--- config.mk ---
export PLATFORM = sky130hd
export DESIGN_NAME = prog_seq
export DESIGN_NICKNAME = d
export VERILOG_FILES = /design/src/rtl/prog_seq.sv
export SDC_FILE = /design/constraint.sdc
export NUM_CORES = 1
export LEC_CHECK = 0
export BUFFER_PORTS_ARGS = -buffer_cell sky130_fd_sc_hd__buf_2
export CAP_MARGIN = 20
export CORE_UTILIZATION = 55
export DETAILED_ROUTE_END_ITERATION = 7
export PLACE_DENSITY_LB_ADDON = 0.2
export SYNTH_ARGS = -nofsm -noshare
export SYNTH_HDL_FRONTEND = slang
export SYNTH_SLANG_ARGS = --single-unit
--- constraint.sdc ---
create_clock -name clk -period 4.8 [get_ports clk]
set_input_delay 0.96 -clock clk [delete_from_list [all_inputs] [get_ports clk]]
set_output_delay 0.96 -clock clk [all_outputs]
set_load 0.1 [all_outputs]
--- src/rtl/prog_seq.sv ---
module prog_seq #(
  parameter int PC_W = 11
) (
  input  logic            clk,
  input  logic            rst_n,
  input  logic [2:0]      op,
  input  logic [8:0]      imm,
  input  logic [1:0]      page_sel,
  input  logic            hold,
  output logic [PC_W-1:0] fetch_addr
);

  localparam logic [2:0] OP_INC  = 3'd0;
  localparam logic [2:0] OP_JMP  = 3'd1;
  localparam logic [2:0] OP_CALL = 3'd2;
  localparam logic [2:0] OP_RET  = 3'd3;
  localparam logic [2:0] OP_WR   = 3'd4;
  localparam logic [PC_W-1:0] TOP = '1;

  logic [PC_W-1:0] pc_q, lvl1_q, lvl2_q;
  logic [PC_W-1:0] pc_d, lvl1_d, lvl2_d;
  logic [PC_W-1:0] pc_inc, jmp_tgt, near_tgt;

  assign pc_inc   = pc_q + 1'b1;
  assign jmp_tgt  = PC_W'({page_sel, imm});
  assign near_tgt = PC_W'({page_sel, 1'b0, imm[7:0]});

  always_comb begin
    pc_d   = pc_q;
    lvl1_d = lvl1_q;
    lvl2_d = lvl2_q;
    if (!hold) begin
      case (op)
        OP_INC:  pc_d = pc_inc;
        OP_JMP:  pc_d = jmp_tgt;
        OP_CALL: begin
          pc_d   = near_tgt;
          lvl2_d = lvl1_q;
          lvl1_d = pc_inc;
        end
        OP_RET: begin
          pc_d   = lvl1_q;
          lvl1_d = lvl2_q;
        end
        OP_WR:   pc_d = near_tgt;
        default: ;
      endcase
    end
  end

  always_ff @(posedge clk or negedge rst_n) begin
    if (!rst_n) begin
      pc_q   <= TOP;
      lvl1_q <= '0;
      lvl2_q <= '0;
    end else begin
      pc_q   <= pc_d;
      lvl1_q <= lvl1_d;
      lvl2_q <= lvl2_d;
    end
  end

  assign fetch_addr = pc_q;


  wrap_top_chk: assert property (@(posedge clk) disable iff (!rst_n)
    (op == OP_INC && !hold && pc_q == TOP) |=> (pc_q == '0));


  jmp_low_chk: assert property (@(posedge clk) disable iff (!rst_n)
    (op == OP_JMP && !hold) |=> (pc_q[8:0] == $past(imm)));


  call_push_chk: assert property (@(posedge clk) disable iff (!rst_n)
    (op == OP_CALL && !hold) |=>
      (pc_q[8] == 1'b0 && lvl1_q == PC_W'($past(pc_q) + 1'b1) && lvl2_q == $past(lvl1_q)));


  ret_pop_chk: assert property (@(posedge clk) disable iff (!rst_n)
    (op == OP_RET && !hold) |=>
      (pc_q == $past(lvl1_q) && lvl1_q == $past(lvl2_q) && $stable(lvl2_q)));


  hold_freeze_chk: assert property (@(posedge clk) disable iff (!rst_n)
    hold |=> ($stable(pc_q) && $stable(lvl1_q) && $stable(lvl2_q)));


  stay_chk: assert property (@(posedge clk) disable iff (!rst_n)
    (op == 3'd5) |=> $stable(pc_q));

endmodule

Word-level counts from Yosys, hierarchy flattened --
Cells that the tools add are included.
Word-level totals: output and inout bits 11, register bits 33, input bits 17, logic and storage cells 18
Operators by class: add/sub/neg operators 1, equal/unequal tests 4, muxes and demuxes 2, bitwise operators 1, reductions and logical operators 7
Operator list (number):
- one-hot mux 11 bit (4 select lines) | 1
- one-hot mux 11 bit (2 select lines) | 1
- adder 11 x 1 -> 11 bit (second input constant) | 1
- == test 3 x 2 -> 1 bit (second input constant) | 2
- AND reduction 2 bit | 3
- nonzero test 4 bit | 1
- == test 3 x 1 -> 1 bit (second input constant) | 1
- == test 3 bit (second input constant) | 1
- zero test 3 bit | 1
- nonzero test 2 bit | 1
- OR reduction 2 bit | 1
- inverter 1 bit | 1

Depth between registers and ports, before layout --
Gate-level depths: netlist of run 1.
depth in word-level cells 4, gate-level depth with buffers 6, gate-level depth less buffers 5

Worst setup path after synthesis of run 1 --
OpenSTA, ideal clock, no wires.
kind flip-flop to flip-flop, from register pc_q[0] (netlist: fetch_addr[0]), to register pc_q[10] (netlist: fetch_addr[10]), required time 4702 ps, setup slack 2654 ps, buffers on the path 0, arrival 2048 ps, stages on the path, launching flop included 6, cell sequence dfstp_2 ha_1 nand3_1 nor3_1 o21ai_0 a221oi_1
On the way: word-level cells in the longest chain between the ends 2
RTL lines:
- from (decl) | RTL line 20 | logic [PC_W-1:0] pc_q, lvl1_q, lvl2_q;
- from (signal assigned) | RTL line 57 | pc_q <= pc_d;
- adder 11 x 1 -> 11 bit | RTL line 24 | assign pc_inc = pc_q + 1'b1;
- one-hot mux 11 bit (4 select lines) | RTL line 33 | case (op)
No other way between the ends. A chain may end at the register's enable or synchronous reset.

Worst setup path after layout of run 1 --
from input hold, to register lvl2_q[0]
On the way: word-level cells in the longest chain between the ends 2
RTL lines:
- from (decl) | RTL line 9 | input logic hold,
- inverter 1 bit (no source line)
- AND reduction 2 bit (no source line)
- to (signal assigned) | RTL line 59 | lvl2_q <= lvl2_d;
- to (decl) | RTL line 20
No other way between the ends.

==> impl_metrics.tcl, run 1 <==
set metrics [dict create \
    synth_nets 254 \
    p_seq_share_pct 39.5 \
    pwr-share-clk_pct 23.8 \
    grt_first_pass_wirelength_mm 8.93 \
    power.switching_uw 473 \
    p_leak_nw 0.953 \
    die_width_um 66.4 \
    hold_viol 0 \
    holdCritPathClass "reg -> reg" \
    antennaDiodeCount 0 \
    netlist_area_um2 2280 \
    worstPathMaxFanout 16 \
    gr-total-overflow 0 \
    cp_num_buf_inv 2 \
    cts_tree "yes" \
    wl_per_cell_um 17.9 \
    combPwrFrac_pct 36.8 \
    die-area_um2 4410 \
    post-route-util_pct 61.3 \
    min_period_ns 2.67 \
    dp_hpwl_mm 3.69 \
    grt.met3_usage_pct 5.17 \
    whs_path_depth 1 \
    setup_viol 0 \
    synth-edff-count 0 \
    skew_ns 0.0118 \
    r2r_cells 5 \
    r2r-start "fetch_addr[0]" \
    yosys_register_bits 33 \
    slew_violations 0 \
    gp_congestion 0.921 \
    final_nets 269 \
    routed_wl_mm 5.39 \
    rows 23 \
    status "completed" \
    dpl_cell_area_um2 2340 \
    p_sw_share_pct 41.0 \
    rsz0062_at_grt "no" \
    critPathArrivalTime_ns 2.84 \
    numPortBuffers 27 \
    cts-root-buf "clkbuf_8" \
    path_cells "buf_2 -> inv_1 -> nand3_2 -> nor2_2 -> mux2_2" \
    cts_resized 0 \
    cts_buffers 5 \
    vias 1964 \
    layout_commonest_cell "buf_2" \
    most-common-layout-cells "buf_2 (27), dfrtp_1 (22), o21ai_0 (21)" \
    peakVddDrop_mv 0.208 \
    cpLargestDelayFamily "simple AND/OR/NAND/NOR gates" \
    powerDensity_nw_per_um2 470 \
    yosys_warnings 0 \
    grt.met2_usage_pct 40.3 \
    fin_area_um2 2450 \
    endpoint_kind "flip-flop" \
    antenna_found_initial 0 \
    top_usage_layer "met2" \
    start_util_pct 57.0 \
    grt_pass1_vias 1800 \
    cp.required_ns 4.97 \
    viasPerCell 6.50 \
    grt_use_total_pct 27.2 \
    grtUsageMet1_pct 39.6 \
    syn_to_final_growth_pct 7.51 \
    drive_gt1_share_pct 27.4 \
    synthFlopType "dfrtp_1" \
    hold_end "lvl2_q[10]" \
    die_h_um 66.4 \
    htreeDepth 2 \
    r2r-end "fetch_addr[10]" \
    remaining_drc_errors 0 \
    core_um2 4000 \
    max_stage_delay_ns 0.58 \
    clk_latency_ns 0.29 \
    netlist_instances 236 \
    fin_tns_setup_ns 0 \
    cts_num_sinks 33 \
    rrSetupSlack_ns 2.70 \
    ys_seq_area_share_pct 36.8 \
    whs_ns 0.498 \
    clkSlewWorstSetupHoldPaths_ns 0.07 \
    ys_types 65 \
    ant_nets 0 \
    worst_setup_path_start_kind "primary input" \
    first_pass_iters 4 \
    maxCapViolations 0 \
    period_share_pct 55.6 \
    syn_avg_cell_area_um2 9.66 \
    slowest_stage "nor2_2" \
    worst_pin_slew_ns 0.828 \
    io_pins 28 \
    cts_hold_buffers 0 \
    drt_iter0_drc 224 \
    grt_max_degree 41 \
    intPower_uw 680 \
    crit_cells 5 \
    fmax_mhz 375 \
    clock_path_buffers 2 \
    min-delay-start "lvl2_q[10]" \
    cts_setup_buffers 0 \
    crit_type "in -> reg" \
    slew_headroom_pct 44.6 \
    async_reset_ff_share_pct 100 \
]
-- per-layer routing --
metal	wire, um	vias up
met5	0	-
met4	61	0
met3	305	7
met2	2390	69
met1	2640	948
li1	-	940
-- cells in the mapped netlist (all sizes together), types with 9 or more instances --
master	count	area share (%)
o21ai	23	5.0
dfrtp	22	24
buf	13	3.5
dfstp	11	13
nand2	11	1.8
nor2	11	1.9
a21oi	10	2.2
mux2	10	4.9
maj3	9	3.9
nand3	9	2.2
nor3	9	2.0
o22ai	9	2.5
-- power by group through the flow --
stage | registers (mW) | clock network (mW) | logic [mW]
2_1_floorplan | 0.588 | 0 | 0.206
3_3_place_gp | 0.458 | 0 | 0.415
3_5_place_dp | 0.456 | 0 | 0.421
4_1_cts | 0.452 | 0.280 | 0.423
5_1_grt | 0.467 | 0.289 | 0.457
6_report | 0.455 | 0.274 | 0.424
-- cells by family (layout without fill, tap and decap cells) --
group	count (synthesis)	count (layout)	synth area share, %
DFF	33	33	36.8
and+or+nand+nor	66	66	17.0
muxes	12	12	5.81
buffers and inverters	26	42	7.40
AOI/OAI and AO/OA	83	83	26.2
adders and majority gates	10	10	4.50
xor gates and xnor gates	6	6	2.30
-- worst max path at each step --
| stage | endpoint | startpoint |
|---|---|---|
| after global placement | lvl2_q[2] | hold |
| after global routing | lvl2_q[4] | hold |
| after floorplan | fetch_addr[10] | fetch_addr[0] |
| after detailed placement | lvl2_q[2] | hold |
| after CTS | lvl2_q[2] | hold |
| final | lvl2_q[0] | hold |
-- metrics by stage --
stage | setup WS (ns) | cells | power (mW)
3_5_place_dp | 1.84 | 294 | 0.878
6_report | 2.13 | 302 | 1.15
3_3_place_gp | 1.91 | 294 | 0.873
2_1_floorplan | 2.65 | 236 | 0.794
4_1_cts | 2.14 | 302 | 1.16
5_1_grt | 1.94 | 302 | 1.21
-- cell type report --
class	count	area, um2
well taps	50	62.6
inverters	7	26.3
multi-input cells	177	1270
repair buffers	27	135
clock inverters	1	30.0
clock buffers	7	86.3
fillers	348	1550
flip-flops and latches	33	840
-- sequential cells by signal, summed over array words and instances, names as in the netlist --
signal	cells
lvl1_q	11
lvl2_q	11
fetch_addr	11
No activity file was read; power rests on OpenSTA's default activity.
==> run 2: changes to the inputs <==
ABC_AREA = 1   (was not set)
CORE_UTILIZATION = 50   (was 55)
clock period = 2.3 ns   (was 4.8 ns; I/O delays follow)
==> impl_metrics.tcl, run 2 <==
set metrics [dict create \
    clk_latency_ns 0.35 \
    synth_top_area_cell "dfrtp_1" \
    dpl_cell_area_um2 2010 \
    clkSlewWorstSetupHoldPaths_ns 0.11 \
    viasPerCell 5.14 \
    cp_num_buf_inv 1 \
    htreeDepth 2 \
    synth_area_leaders "dfrtp_1 (30%), dfstp_2 (16%), nand2_1 (13%)" \
    cp.required_ns 1.84 \
    grt_first_pass_wirelength_mm 6.61 \
    die_h_um 62.5 \
    path_cells "buf_2" \
    yosys_register_bits 33 \
    yosysMostFrequentCell "nand2_1" \
    rsz0062_at_grt "no" \
    async_reset_ff_share_pct 100 \
    fin_tns_setup_ns 0 \
    clock_path_buffers 2 \
    cts_resized 0 \
    core_um2 3420 \
    syn_to_final_growth_pct 12.9 \
    final_nets 299 \
    die_width_um 62.5 \
    dp_slack_ns 0.592 \
    maxCapViolations 0 \
    ys_seq_area_share_pct 45.9 \
    cts_tree "yes" \
    endpoint_kind "output pin" \
    dr_wl_met2_mm 1.74 \
    drt_iter0_drc 96 \
    die-area_um2 3900 \
    cts_buffers 5 \
    slew_violations 0 \
    netlist_instances 251 \
    synthTopCellsByCount "nand2_1 (63), nor2_1 (48), o21ai_0 (24)" \
    r2r-start "fetch_addr[0]" \
    max_stage_delay_ns 0.60 \
    synthFlopType "dfrtp_1" \
    layout_commonest_cell "nand2_1" \
    synth-edff-count 0 \
    rows 21 \
    vias 1687 \
    first_pass_iters 4 \
    remaining_drc_errors 0 \
    fin_area_um2 2060 \
    numPortBuffers 27 \
    grt_max_degree 34 \
    cts_num_sinks 33 \
    holdCritPathClass "in -> async" \
    cpLargestDelayFamily "flip-flops" \
    grt_use_total_pct 21.9 \
    min_period_ns 1.85 \
    drt-met1-wl_mm 1.84 \
    start_util_pct 53.5 \
    worst_slack_ns 0.448 \
    hold_viol 0 \
    most-common-layout-cells "nand2_1 (63), nor2_1 (48), buf_2 (27)" \
    gr-total-overflow 0 \
    antennaDiodeCount 0 \
    ant_nets 0 \
    worst_setup_path_start_kind "flip-flop" \
    routed.top_layer "met4" \
    slew_headroom_pct 52.7 \
    synth_nets 269 \
    worstPathMaxFanout 6 \
    rrSetupSlack_ns 0.60 \
    netlist_area_um2 1830 \
    powerDensity_nw_per_um2 1010 \
    post-route-util_pct 60.4 \
    status "completed" \
    crit_type "reg -> out" \
    wl_per_cell_um 11.9 \
    cts-root-buf "clkbuf_4" \
    peakVddDrop_mv 0.492 \
    ys_types 24 \
    skew_ns 0.00954 \
    cts_setup_buffers 0 \
    whs_ns 0.155 \
    drive_gt1_share_pct 19.5 \
    worst_pin_slew_ns 0.710 \
    antenna_found_initial 0 \
    met3_wirelength_um 266 \
    r2r_cells 8 \
    io_pins 28 \
    yosysTopAreaCellShare_pct 30.1 \
    r2r-end "lvl1_q[8]" \
    routed_wl_mm 3.90 \
    cts_hold_buffers 0 \
    critPathArrivalTime_ns 1.39 \
    syn_avg_cell_area_um2 7.28 \
    fmax_mhz 540 \
    period_share_pct 80.5 \
    yosys_warnings 0 \
    gp_congestion 0.825 \
    p_leak_nw 1.05 \
    slowest_stage "dfstp_2" \
    setup_viol 0 \
    grt_pass1_vias 1470 \
    dp_hpwl_mm 2.89 \
]
==> run 2: cell count changes after synthesis, moves of 5 or more <==
cell / delta
a21oi_1: +10
nand3_1: +5
nor3_1: -8
o22ai_1: -9
maj3_1: -9
inv_1: +14
mux2_2: -8
a221oi_1: -5
nor2_1: +38
nand2_1: +52
o221a_2: -5
==> run 2: cell families (layout without fill, tap and decap cells) <==
kind of cell             after synthesis  in the layout  synth area share, %
adder cells (fa/ha/maj)                1              1                0.684
AND/OR/NAND/NOR                      133            133                 29.8
flip-flops                            33             33                 45.9
multiplexers                           2              2                 1.23
buffers and inverters                 29             60                 6.37
AO/OA/AOI/OAI                         50             50                 14.6
XOR/XNOR                               3              3                 1.44
==> run 2: worst max-delay path by stage <==
| stage | startpoint | endpoint | depth (start not counted) |
|---|---|---|---|
| after floorplan | fetch_addr[0] | lvl1_q[8] | 8 |
| after global placement | op[1] | fetch_addr[8] | 6 |
| after detailed placement | fetch_addr[0] | lvl1_q[8] | 8 |
| after CTS | fetch_addr[0] | fetch_addr[0] | 1 |
| after global routing | fetch_addr[0] | fetch_addr[0] | 1 |
| final | fetch_addr[0] | fetch_addr[0] | 1 |
==> run 2: stage by stage <==
stage	total power, mW	cells
5_1_grt	2.23	328
4_1_cts	2.11	328
2_1_floorplan	1.60	251
3_5_place_dp	1.78	320
3_3_place_gp	1.77	320
6_report	2.09	328
==> run 2: per-layer routing <==
metal | track usage (%) | vias up
met5 | 0 | -
met4 | 8.72 | 0
met3 | 6.20 | 7
met2 | 33.3 | 45
met1 | 29.3 | 763
li1 | - | 872
==> run 2: worst reg2reg max path, stage by stage, from the launching register on <==
cell     delay (ns)
dfstp_2        0.60
ha_1           0.20
nand3_1        0.13
nor2_1         0.27
nand2_1        0.08
nand2_1        0.06
nand2_1        0.06
o21ai_0        0.14
nand2_1        0.06
==> run 2: layout make-up <==
| cell class | instances | area (um2) |
|---|---|---|
| Multi-Input combinational cell | 189 | 872 |
| Sequential cell | 33 | 840 |
| Clock buffer | 5 | 37.5 |
| Clock inverter | 3 | 17.5 |
| Tap cell | 46 | 57.6 |
| Fill cell | 333 | 1350 |
| Timing Repair Buffer | 30 | 158 |
| Inverter | 22 | 82.6 |
==> run 2: power breakdown <==
part	leakage (nW)	internal [mW]	total [mW]	switching, mW
Combinational	0.629	0.212	0.862	0.651
Clock	0.0310	0.115	0.323	0.208
Sequential	0.395	0.777	0.909	0.132
Total	1.05	1.10	2.09	0.991
